<file path="config.mk">
export PLATFORM = sky130hd
export DESIGN_NAME = rolling_row_seq
export DESIGN_NICKNAME = d
export VERILOG_FILES = /design/src/rtl/rolling_row_seq_pkg.sv /design/src/rtl/rss_win_decode.sv /design/src/rtl/rss_reset_ptr.sv /design/src/rtl/rss_read_ptr.sv /design/src/rtl/rolling_row_seq.sv
export SDC_FILE = /design/constraint.sdc
export NUM_CORES = 1
export LEC_CHECK = 0
export BUFFER_PORTS_ARGS = -buffer_cell sky130_fd_sc_hd__buf_2
export CORE_MARGIN = 2
export CORE_UTILIZATION = 35
export DETAILED_ROUTE_END_ITERATION = 8
export SYNTH_ARGS = -nofsm -noshare
export SYNTH_HDL_FRONTEND = slang
export SYNTH_SLANG_ARGS = --single-unit
</file>
<file path="constraint.sdc">
create_clock -name clk -period 4.7 [get_ports clk]
set_clock_uncertainty 0.1 [all_clocks]
set_input_delay 0.235 -clock clk [delete_from_list [all_inputs] [get_ports clk]]
set_output_delay 0.235 -clock clk [all_outputs]
set_load 0.02 [all_outputs]
</file>
<file path="src/rtl/rolling_row_seq_pkg.sv">
package rolling_row_seq_pkg;
  typedef enum logic {SEQ_IDLE = 1'b0, SEQ_RUN = 1'b1} seq_state_e;
endpackage

</file>
<file path="src/rtl/rss_win_decode.sv">
// Window decode: aligns the top row, computes the row count and frame period.
module rss_win_decode #(
  parameter int RW = 10,
  parameter int CW = 12
) (
  input  logic [RW-1:0] first_in,
  input  logic [RW-1:0] last_in,
  input  logic [CW-1:0] k_in,
  output logic [RW-1:0] first_al,
  output logic [CW-1:0] n_rows,
  output logic [CW-1:0] f_ticks,
  output logic          ok
);
  localparam int EW = RW + 1;
  logic [EW-1:0] lo, hi, span;

  always_comb begin
    first_al = first_in & ~RW'(3);
    lo       = {1'b0, first_al};
    hi       = {1'b0, last_in};
    ok       = hi >= (lo + EW'(3));
    span     = hi - lo + EW'(1);
    n_rows   = CW'(span);
    f_ticks  = (n_rows > k_in) ? n_rows : k_in;
  end
endmodule

</file>
<file path="src/rtl/rss_reset_ptr.sv">
// Reset pointer: walks the window once per frame period.
module rss_reset_ptr #(
  parameter int RW = 10,
  parameter int CW = 12
) (
  input  logic          clk,
  input  logic          rst_n,
  input  logic          start,
  input  logic          step,
  input  logic          clear,
  input  logic [RW-1:0] start_first,
  input  logic [CW-1:0] start_n,
  input  logic [CW-1:0] start_f,
  input  logic          allow_next,
  input  logic          nxt_ok,
  input  logic [RW-1:0] nxt_first,
  input  logic [CW-1:0] nxt_n,
  input  logic [CW-1:0] nxt_f,
  output logic          fire,
  output logic [RW-1:0] row,
  output logic          relatch_err,
  output logic [RW-1:0] cur_first,
  output logic [CW-1:0] cur_n,
  output logic [CW-1:0] cur_f
);
  logic          act;
  logic [CW-1:0] idx;
  logic          at_end;

  always_comb begin
    at_end      = (idx == cur_f - CW'(1));
    fire        = step && act && (idx < cur_n);
    row         = cur_first + idx[RW-1:0];
    relatch_err = step && act && at_end && allow_next && !nxt_ok;
  end

  always_ff @(posedge clk or negedge rst_n) begin
    if (!rst_n) begin
      act       <= 1'b0;
      idx       <= '0;
      cur_first <= '0;
      cur_n     <= '0;
      cur_f     <= '0;
    end else if (clear) begin
      act <= 1'b0;
      idx <= '0;
    end else if (start) begin
      act       <= 1'b1;
      idx       <= '0;
      cur_first <= start_first;
      cur_n     <= start_n;
      cur_f     <= start_f;
    end else if (step && act) begin
      if (at_end) begin
        idx <= '0;
        if (allow_next) begin
          if (nxt_ok) begin
            cur_first <= nxt_first;
            cur_n     <= nxt_n;
            cur_f     <= nxt_f;
          end
        end else begin
          act <= 1'b0;
        end
      end else begin
        idx <= idx + CW'(1);
      end
    end
  end
endmodule

</file>
<file path="src/rtl/rss_read_ptr.sv">
// Read pointer: waits out the integration time, then trails the reset pointer.
module rss_read_ptr #(
  parameter int RW = 10,
  parameter int CW = 12
) (
  input  logic          clk,
  input  logic          rst_n,
  input  logic          start,
  input  logic          step,
  input  logic          clear,
  input  logic [CW-1:0] k,
  input  logic [RW-1:0] start_first,
  input  logic [CW-1:0] start_n,
  input  logic [CW-1:0] start_f,
  input  logic [RW-1:0] src_first,
  input  logic [CW-1:0] src_n,
  input  logic [CW-1:0] src_f,
  output logic          fire,
  output logic [RW-1:0] row,
  output logic          bottom
);
  logic          on;
  logic [CW-1:0] warm, idx, n_q, f_q;
  logic [RW-1:0] first_q;
  logic          at_end;

  always_comb begin
    at_end = (idx == f_q - CW'(1));
    fire   = step && on && (idx < n_q);
    bottom = fire && (idx == n_q - CW'(1));
    row    = first_q + idx[RW-1:0];
  end

  always_ff @(posedge clk or negedge rst_n) begin
    if (!rst_n) begin
      on      <= 1'b0;
      warm    <= '0;
      idx     <= '0;
      first_q <= '0;
      n_q     <= '0;
      f_q     <= '0;
    end else if (clear) begin
      on   <= 1'b0;
      warm <= '0;
      idx  <= '0;
    end else if (start) begin
      on      <= 1'b0;
      warm    <= '0;
      idx     <= '0;
      first_q <= start_first;
      n_q     <= start_n;
      f_q     <= start_f;
    end else if (step) begin
      if (!on) begin
        warm <= warm + CW'(1);
        if (warm == k - CW'(1)) on <= 1'b1;
      end else if (at_end) begin
        idx     <= '0;
        first_q <= src_first;
        n_q     <= src_n;
        f_q     <= src_f;
      end else begin
        idx <= idx + CW'(1);
      end
    end
  end
endmodule

</file>
<file path="src/rtl/rolling_row_seq.sv">
module rolling_row_seq
  import rolling_row_seq_pkg::*;
#(
  parameter int RW = 10,
  parameter int IW = 12
) (
  input  logic          clk,
  input  logic          rst_n,
  input  logic          row_tick,
  input  logic          run,
  input  logic          continuous,
  input  logic          stop_at_end,
  input  logic [RW-1:0] first_row,
  input  logic [RW-1:0] last_row,
  input  logic [IW-1:0] integ_rows,
  output logic          rst_stb,
  output logic [RW-1:0] rst_row,
  output logic          rd_stb,
  output logic [RW-1:0] rd_row,
  output logic          rd_en,
  output logic          row_done,
  output logic          frame_done,
  output logic          capture_done,
  output logic          busy,
  output logic          win_err
);
  localparam int CW = ((RW + 1) > IW) ? (RW + 1) : IW;

  seq_state_e    state_q;
  logic          run_q, cont_q, pend_q;
  logic [CW-1:0] k_q, k_start;

  logic [RW-1:0] s_first, n_first;
  logic [CW-1:0] s_n, s_f, n_n, n_f;
  logic          s_ok, n_ok;

  logic          run_rise, start, start_bad, abort, pend_set, step;
  logic          allow_next, finish, seq_clear;
  logic          rs_fire, rs_err, rp_fire, rp_bottom;
  logic [RW-1:0] rs_row, rp_row, cur_first;
  logic [CW-1:0] cur_n, cur_f;

  assign busy = (state_q == SEQ_RUN);

  always_comb begin
    k_start    = (integ_rows == '0) ? CW'(1) : CW'(integ_rows);
    run_rise   = run && !run_q;
    start      = !busy && run_rise && s_ok;
    start_bad  = !busy && run_rise && !s_ok;
    abort      = busy && !run && !pend_q && !stop_at_end;
    pend_set   = busy && !run && stop_at_end;
    step       = busy && row_tick && !abort;
    allow_next = cont_q && !pend_q && !pend_set;
    finish     = rp_bottom && (!cont_q || pend_q || pend_set);
    seq_clear  = abort || finish;
  end

  rss_win_decode #(.RW(RW), .CW(CW)) u_dec_start (
    .first_in(first_row), .last_in(last_row), .k_in(k_start),
    .first_al(s_first), .n_rows(s_n), .f_ticks(s_f), .ok(s_ok)
  );

  rss_win_decode #(.RW(RW), .CW(CW)) u_dec_next (
    .first_in(first_row), .last_in(last_row), .k_in(k_q),
    .first_al(n_first), .n_rows(n_n), .f_ticks(n_f), .ok(n_ok)
  );

  rss_reset_ptr #(.RW(RW), .CW(CW)) u_rst_ptr (
    .clk(clk), .rst_n(rst_n), .start(start), .step(step), .clear(seq_clear),
    .start_first(s_first), .start_n(s_n), .start_f(s_f),
    .allow_next(allow_next), .nxt_ok(n_ok),
    .nxt_first(n_first), .nxt_n(n_n), .nxt_f(n_f),
    .fire(rs_fire), .row(rs_row), .relatch_err(rs_err),
    .cur_first(cur_first), .cur_n(cur_n), .cur_f(cur_f)
  );

  rss_read_ptr #(.RW(RW), .CW(CW)) u_rd_ptr (
    .clk(clk), .rst_n(rst_n), .start(start), .step(step), .clear(seq_clear),
    .k(k_q), .start_first(s_first), .start_n(s_n), .start_f(s_f),
    .src_first(cur_first), .src_n(cur_n), .src_f(cur_f),
    .fire(rp_fire), .row(rp_row), .bottom(rp_bottom)
  );

  always_ff @(posedge clk or negedge rst_n) begin
    if (!rst_n) begin
      state_q <= SEQ_IDLE;
      run_q   <= 1'b0;
      cont_q  <= 1'b0;
      pend_q  <= 1'b0;
      k_q     <= CW'(1);
    end else begin
      run_q <= run;
      if (start) begin
        state_q <= SEQ_RUN;
        cont_q  <= continuous;
        k_q     <= k_start;
        pend_q  <= 1'b0;
      end else if (seq_clear) begin
        state_q <= SEQ_IDLE;
        pend_q  <= 1'b0;
      end else if (pend_set) begin
        pend_q <= 1'b1;
      end
    end
  end

  always_ff @(posedge clk or negedge rst_n) begin
    if (!rst_n) begin
      rst_stb      <= 1'b0;
      rst_row      <= '0;
      rd_stb       <= 1'b0;
      rd_row       <= '0;
      rd_en        <= 1'b0;
      row_done     <= 1'b0;
      frame_done   <= 1'b0;
      capture_done <= 1'b0;
      win_err      <= 1'b0;
    end else begin
      rst_stb <= rs_fire;
      if (rs_fire) rst_row <= rs_row;
      rd_stb <= rp_fire;
      if (rp_fire) rd_row <= rp_row;
      rd_en        <= busy ? (rd_en || rp_fire) : 1'b0;
      row_done     <= abort || rp_fire;
      frame_done   <= abort || rp_bottom;
      capture_done <= seq_clear;
      win_err      <= start_bad || rs_err;
    end
  end
endmodule

</file>
* Word level (Yosys, flattened, before mapping)
Index checks and enable logic that the tools add are counted.
Word-level totals: memory bits (read-only) 0, output and inout bits 28, word-level logic and storage cells 164, register bits after elaboration 149, bits in latches 0, memories kept 0, bits in writable memories 0, bits of input ports 38
Cells by class: $mul 0, div/mod/pow operators 0, mux-type cells 59, add/subtract/negate cells 12, eq/ne operators 6, bitwise operators 1, magnitude comparators 5, reduce and logical (&&, ||, !) cells 56, shift operators 0
Operator list (number):
- two-way mux 12 bit | 34
- two-way mux 10 bit | 9
- == test 12 bit | 4
- subtractor 12 x 1 -> 12 bit, second input constant | 4
- adder 12 x 1 -> 12 bit, second input constant | 3
- > comparator 11 x 12 -> 1 bit | 2
- < comparator 12 bit | 2
- logical AND 1 bit | 21
- adder 10 bit | 2
- two-way mux 1 bit | 16
- nonzero test 2 bit | 8
- nonzero test 3 bit | 5
- logical NOT 12 bit | 1
- adder 10 x 2 -> 11 bit, second input constant | 1
- adder 11 x 1 -> 11 bit, second input constant | 1
- greater-or-equal comparator 10 x 11 -> 1 bit | 1
- subtractor 10 x 10 -> 11 bit | 1
- logical NOT 1 bit | 9
- logical OR 1 bit | 7
- != test 3 bit, second input constant | 2
- AND reduction 5 bit | 1
- AND reduction 2 bit | 2
- AND reduction 4 bit | 1
- AND reduction 3 bit | 1
- NOT 1 bit | 1

* Longest topological paths before layout
depth in word-level cells 13, depth in mapped cells 18, depth with buffers taken out 18

* Hierarchy
From an unflattened synthesis, not the netlist that was laid out.
Unflattened totals: cells, all modules 1284, area total of the unflattened synthesis 12319.3 um^2
Modules (own cells, without submodules):
- rss_read_ptr | cells each 528, seq. area each 1476.4 um^2, times used 1, area an instance 4722.0 um^2
- rss_reset_ptr | cells each 333, seq. area each 1176.1 um^2, times used 1, area an instance 3415.8 um^2
- rolling_row_seq | cells each 114, seq. area each 1077.3 um^2, times used 1, area an instance 1689.1 um^2
- rss_win_decode (u_dec_start) | cells each 163, seq. area each 0.0 um^2, times used 1, area an instance 1355.0 um^2
- rss_win_decode (u_dec_next) | cells each 146, seq. area each 0.0 um^2, times used 1, area an instance 1137.3 um^2

* Worst setup path after synthesis
No wires, ideal clock.
kind input -> register, start point in first_row[3], end point reg u_rst_ptr.cur_f[4], path buffers 1, data arrival time 4.040 ns, cell stages on the path 16, setup time 0.126 ns, required time 4.474 ns, setup slack 0.434 ns, cell sequence inv_1 ha_1 inv_1 fa_1 nand2b_1 a21oi_1 or4_1 a21oi_2 inv_1 ha_1 nand3_1 or3_1 a311oi_1 clkbuf_1 a211oi_1 a311o_1
Between the ends: longest elaborated chain between the ends 9, elaborated cells between the ends (all ways) 19, classes of those cells add/sub: 3; order compare: 3; mux: 7; reduce/logical: 6
RTL lines:
- start: declaration | line rolling_row_seq.sv:13 | input logic [RW-1:0] first_row,
- subtractor 10 x 10 -> 11 bit | line rss_win_decode.sv:22 | span = hi - lo + EW'(1);
- adder 11 x 1 -> 11 bit | line rss_win_decode.sv:22
- > comparator 11 x 12 -> 1 bit | line rss_win_decode.sv:24 | f_ticks = (n_rows > k_in) ? n_rows : k_in;
- two-way mux 12 bit | line rss_win_decode.sv:24
- two-way mux 12 bit | line rss_reset_ptr.sv:57 | if (nxt_ok) begin
- two-way mux 12 bit | line rss_reset_ptr.sv:56 | if (allow_next) begin
- two-way mux 12 bit | line rss_reset_ptr.sv:54 | if (at_end) begin
- two-way mux 12 bit | line rss_reset_ptr.sv:53 | end else if (step && act) begin
- two-way mux 12 bit | line rss_reset_ptr.sv:47 | end else if (start) begin
- end signal: assignment | line rss_reset_ptr.sv:52 | cur_f <= start_f;
- end signal: assignment | line rss_reset_ptr.sv:60 | cur_f <= nxt_f;
- end: declaration | line rss_reset_ptr.sv:24 | output logic [CW-1:0] cur_f
Parallel ways exist; a longest one is shown, timed or not. The select of a mux whose other input is x is not followed. A chain may end at the register's enable or synchronous reset.

* Worst setup path in the final report
start point in first_row[3], end point reg u_rst_ptr.cur_f[3]
Same word-level chain as after synthesis.

==> impl_metrics.ini <==
[layout]
final_nets = 1349
drive_above_1_share_pct = 14.3
multi_input_area_um2 = 6110
diodes = 0
nFillCells = 2854
fin_cells = 1625
fin_util_pct = 41.0
register_area_um2 = 3580
syn2layout_area_growth_pct = 15.0

[synth]
ys_top_cells_by_area = dfrtp_1 (35%), ha_1 (9.5%), xnor2_1 (4.9%)
ys_async_sr_fraction_pct = 100
yosysSeqAreaShare_pct = 34.9
synthMostInstantiatedCell = dfrtp_1
synth_warnings = 0
yosysUniqueCellTypes = 82
synth_common_cells = dfrtp_1 (142), inv_1 (98), nand2_1 (93), nor2_1 (93), ha_1 (78)
yosys.area.top_type_share_pct = 34.7
synth_edf_count = 0
synth_top_area_cell = dfrtp_1
postSynthCellCount = 1151
syn_avg_cell_area_um2 = 8.91
syn-cell-area_um2 = 10200
synth_ff_type = dfrtp_1
ys_ff_latch = 143
synth_nets = 1272

[place]
port_buffers = 63
placed_cells = 1581
gp_congestion = 0.902
dpl.hpwl_mm = 21.4

[power]
p_seq_share_pct = 34.9
p_leak_uw = 0.00551
p_comb_share_pct = 43.1
switchingPower_uw = 2660
power_density_nw_per_um2 = 536
power.internal_uw = 3670
switching_share_pct = 42.0
p_clk_share_pct = 22.0
total_power_uw = 6320
irDropWorstVdd_v = 0.000285

[sta]
fin_crit_sh_pct = 94.9
setup_violations = 0
fmax_mhz = 224
tightest_slew_ns = 1.06
min_period_ns = 4.46
hold_viol = 0
setup_tns_ns = 0
final-max-slew-violation-count = 0
slew-limit-headroom_pct = 29.5
holdWs_ns = 0.0199
rsz0062_at_grt = false

[worst_setup_path]
crit_path_end_kind = flop
crit_required_ns = 4.88
cp.arrival_ns = 4.64
worst-r2r-cell-count = 12
crit_path_max_fanout = 15
critPathLaunchType = input port
timing_worst_setup_path_type = input port to flop

[clock_tree]
cts_buffers = 17
root_buffer = clkbuf_16
post_cts_buffers = 0
cts.htree.levels = 4
path_clk_slew_ns = 0.07
clock-sinks = 143
worstSkewPairLatency_ns = 0.43
clockBufferDepth = 2
cts_tree = done

[floorplan]
rows = 62
die_w_um = 175
die_y_um = 175
start_util_pct = 35.6
core-area_um2 = 28800
die_area_um2 = 30700
boundaryPins = 66

[drt]
routed_via_density = 5.29
drcViolationCount = 0
drtIter0Drc = 568
wl_mm = 28.6
postRouteAntennaNets = 0
drt-pass1-iter-count = 4
via_count = 8593
wire_per_inst_um = 17.6

[hold_path]
hold_depth = 3
min_path_type = input port to flop

[global_routing]
grt_pass1_vias = 8174
grt_usage_pct = 18.9
grt_pass1_wl_mm = 45.5
overflow = 0
antenna_found_initial = 0
grt_max_degree = 103

[run]
maxCapViolations = 0

[run_status]
status = complete, no violations
cells by family after synthesis:
group                    synth area share (%)
XOR/XNOR                                 7.43
flip-flops                               34.9
adder cells (fa/ha/maj)                  10.5
AO/OA/AOI/OAI                            17.2
AND/OR/NAND/NOR                          18.5
multiplexers                             5.80
buffers and inverters                    5.66
routing by layer:
metal,vias up,wire length [µm],GRT usage (%)
li1,4235,-,-
met1,4132,14000,27.1
met2,198,12900,29.8
met3,28,1230,2.65
met4,0,496,5.17
met5,-,0,0
state kept, by name (all words and copies together), names as in the netlist, 8 cells and up:
register / cells
u_rst_ptr.cur_first: 8
rst_row: 10
u_rd_ptr.warm: 12
u_rst_ptr.idx: 12
u_rst_ptr.cur_n: 11
rd_row: 10
k_q: 12
u_rst_ptr.cur_f: 12
u_rd_ptr.idx: 12
u_rd_ptr.n_q: 11
u_rd_ptr.first_q: 8
u_rd_ptr.f_q: 12
cell usage in the layout (no fill, tap or decap), types with 25 or more instances in the layout:
master   synthesis  final
a21oi_1         71     71
buf_2           11     62
buf_4            2     27
dfrtp_1        142    142
ha_1            78     78
inv_1           98     98
mux2_2          25     25
mux2i_1         29     29
nand2_1         93     93
nor2_1          93     93
nor3_1          25     25
o21ai_0         75     75
xnor2_1         57     57
xor2_1          30     30
worst max-delay path, stage by stage:
cell           delay, ns
dlygate4sd3_1       0.53
buf_2               0.15
inv_1               0.06
ha_1                0.16
inv_1               0.06
fa_1                0.50
nand2b_1            0.08
a21oi_1             0.30
nor2_1              0.13
a21o_1              0.20
a21oi_1             0.26
xor2_1              0.14
ha_1                0.30
nand3_1             0.10
or3_1               0.41
a311oi_2            0.20
buf_4               0.27
mux2_2              0.36
mux2i_1             0.13
o21ai_0             0.09
what timing repair did:
item / 4_1_cts / 5_1_grt
setup endpoints to repair: 0 / 14
resized for setup: 0 / 3
endpoints found under the hold margin: 111 / 0
hold buffers: 12 / 0
stage by stage:
stage | cell area, µm² | setup slack [ns]
floorplan | 10200 | 0.434
global placement | 11100 | 0.401
detailed placement | 11100 | 0.246
CTS | 11800 | 0.164
global route | 11800 | 0.00398
finish | 11800 | 0.242
cell type report:
cell class,instances,share of cell area [%]
multi-input cells,865,51.9
flip-flops and latches,143,30.4
repair buffers,102,5.47
well taps,384,4.08
clock buffers,19,3.84
inverters,99,3.15
clock inverters,13,1.22
final timing paths:
path	from	end	slack [ns]
max in group asynchronous	rst_n	rst_row[0]$_DFFE_PN0P_	2.92
worst min-delay path	integ_rows[10]	k_q[10]$_DFFE_PN0P_	0.02
worst max-delay path	first_row[3]	u_rst_ptr.cur_f[3]$_DFFE_PN0P_	0.24
worst max register to register	u_rd_ptr.n_q[1]$_DFFE_PN0P_	u_rd_ptr.f_q[5]$_DFFE_PN0P_	0.70
worst min register to register	rd_row[1]$_DFFE_PN0P_	rd_row[1]$_DFFE_PN0P_	0.37
min in group asynchronous	rst_n	u_rd_ptr.warm[7]$_DFFE_PN0P_	0.36
power groups by stage:
stage	sequential (µW)	clock [µW]	combinational [µW]
3_5_place_dp	2220	0	2690
6_report	2210	1390	2720
5_1_grt	2280	1470	3060
4_1_cts	2210	1420	2720
3_3_place_gp	2210	0	2640
2_1_floorplan	2070	0	2040
Power figures use the tool's default switching activity.
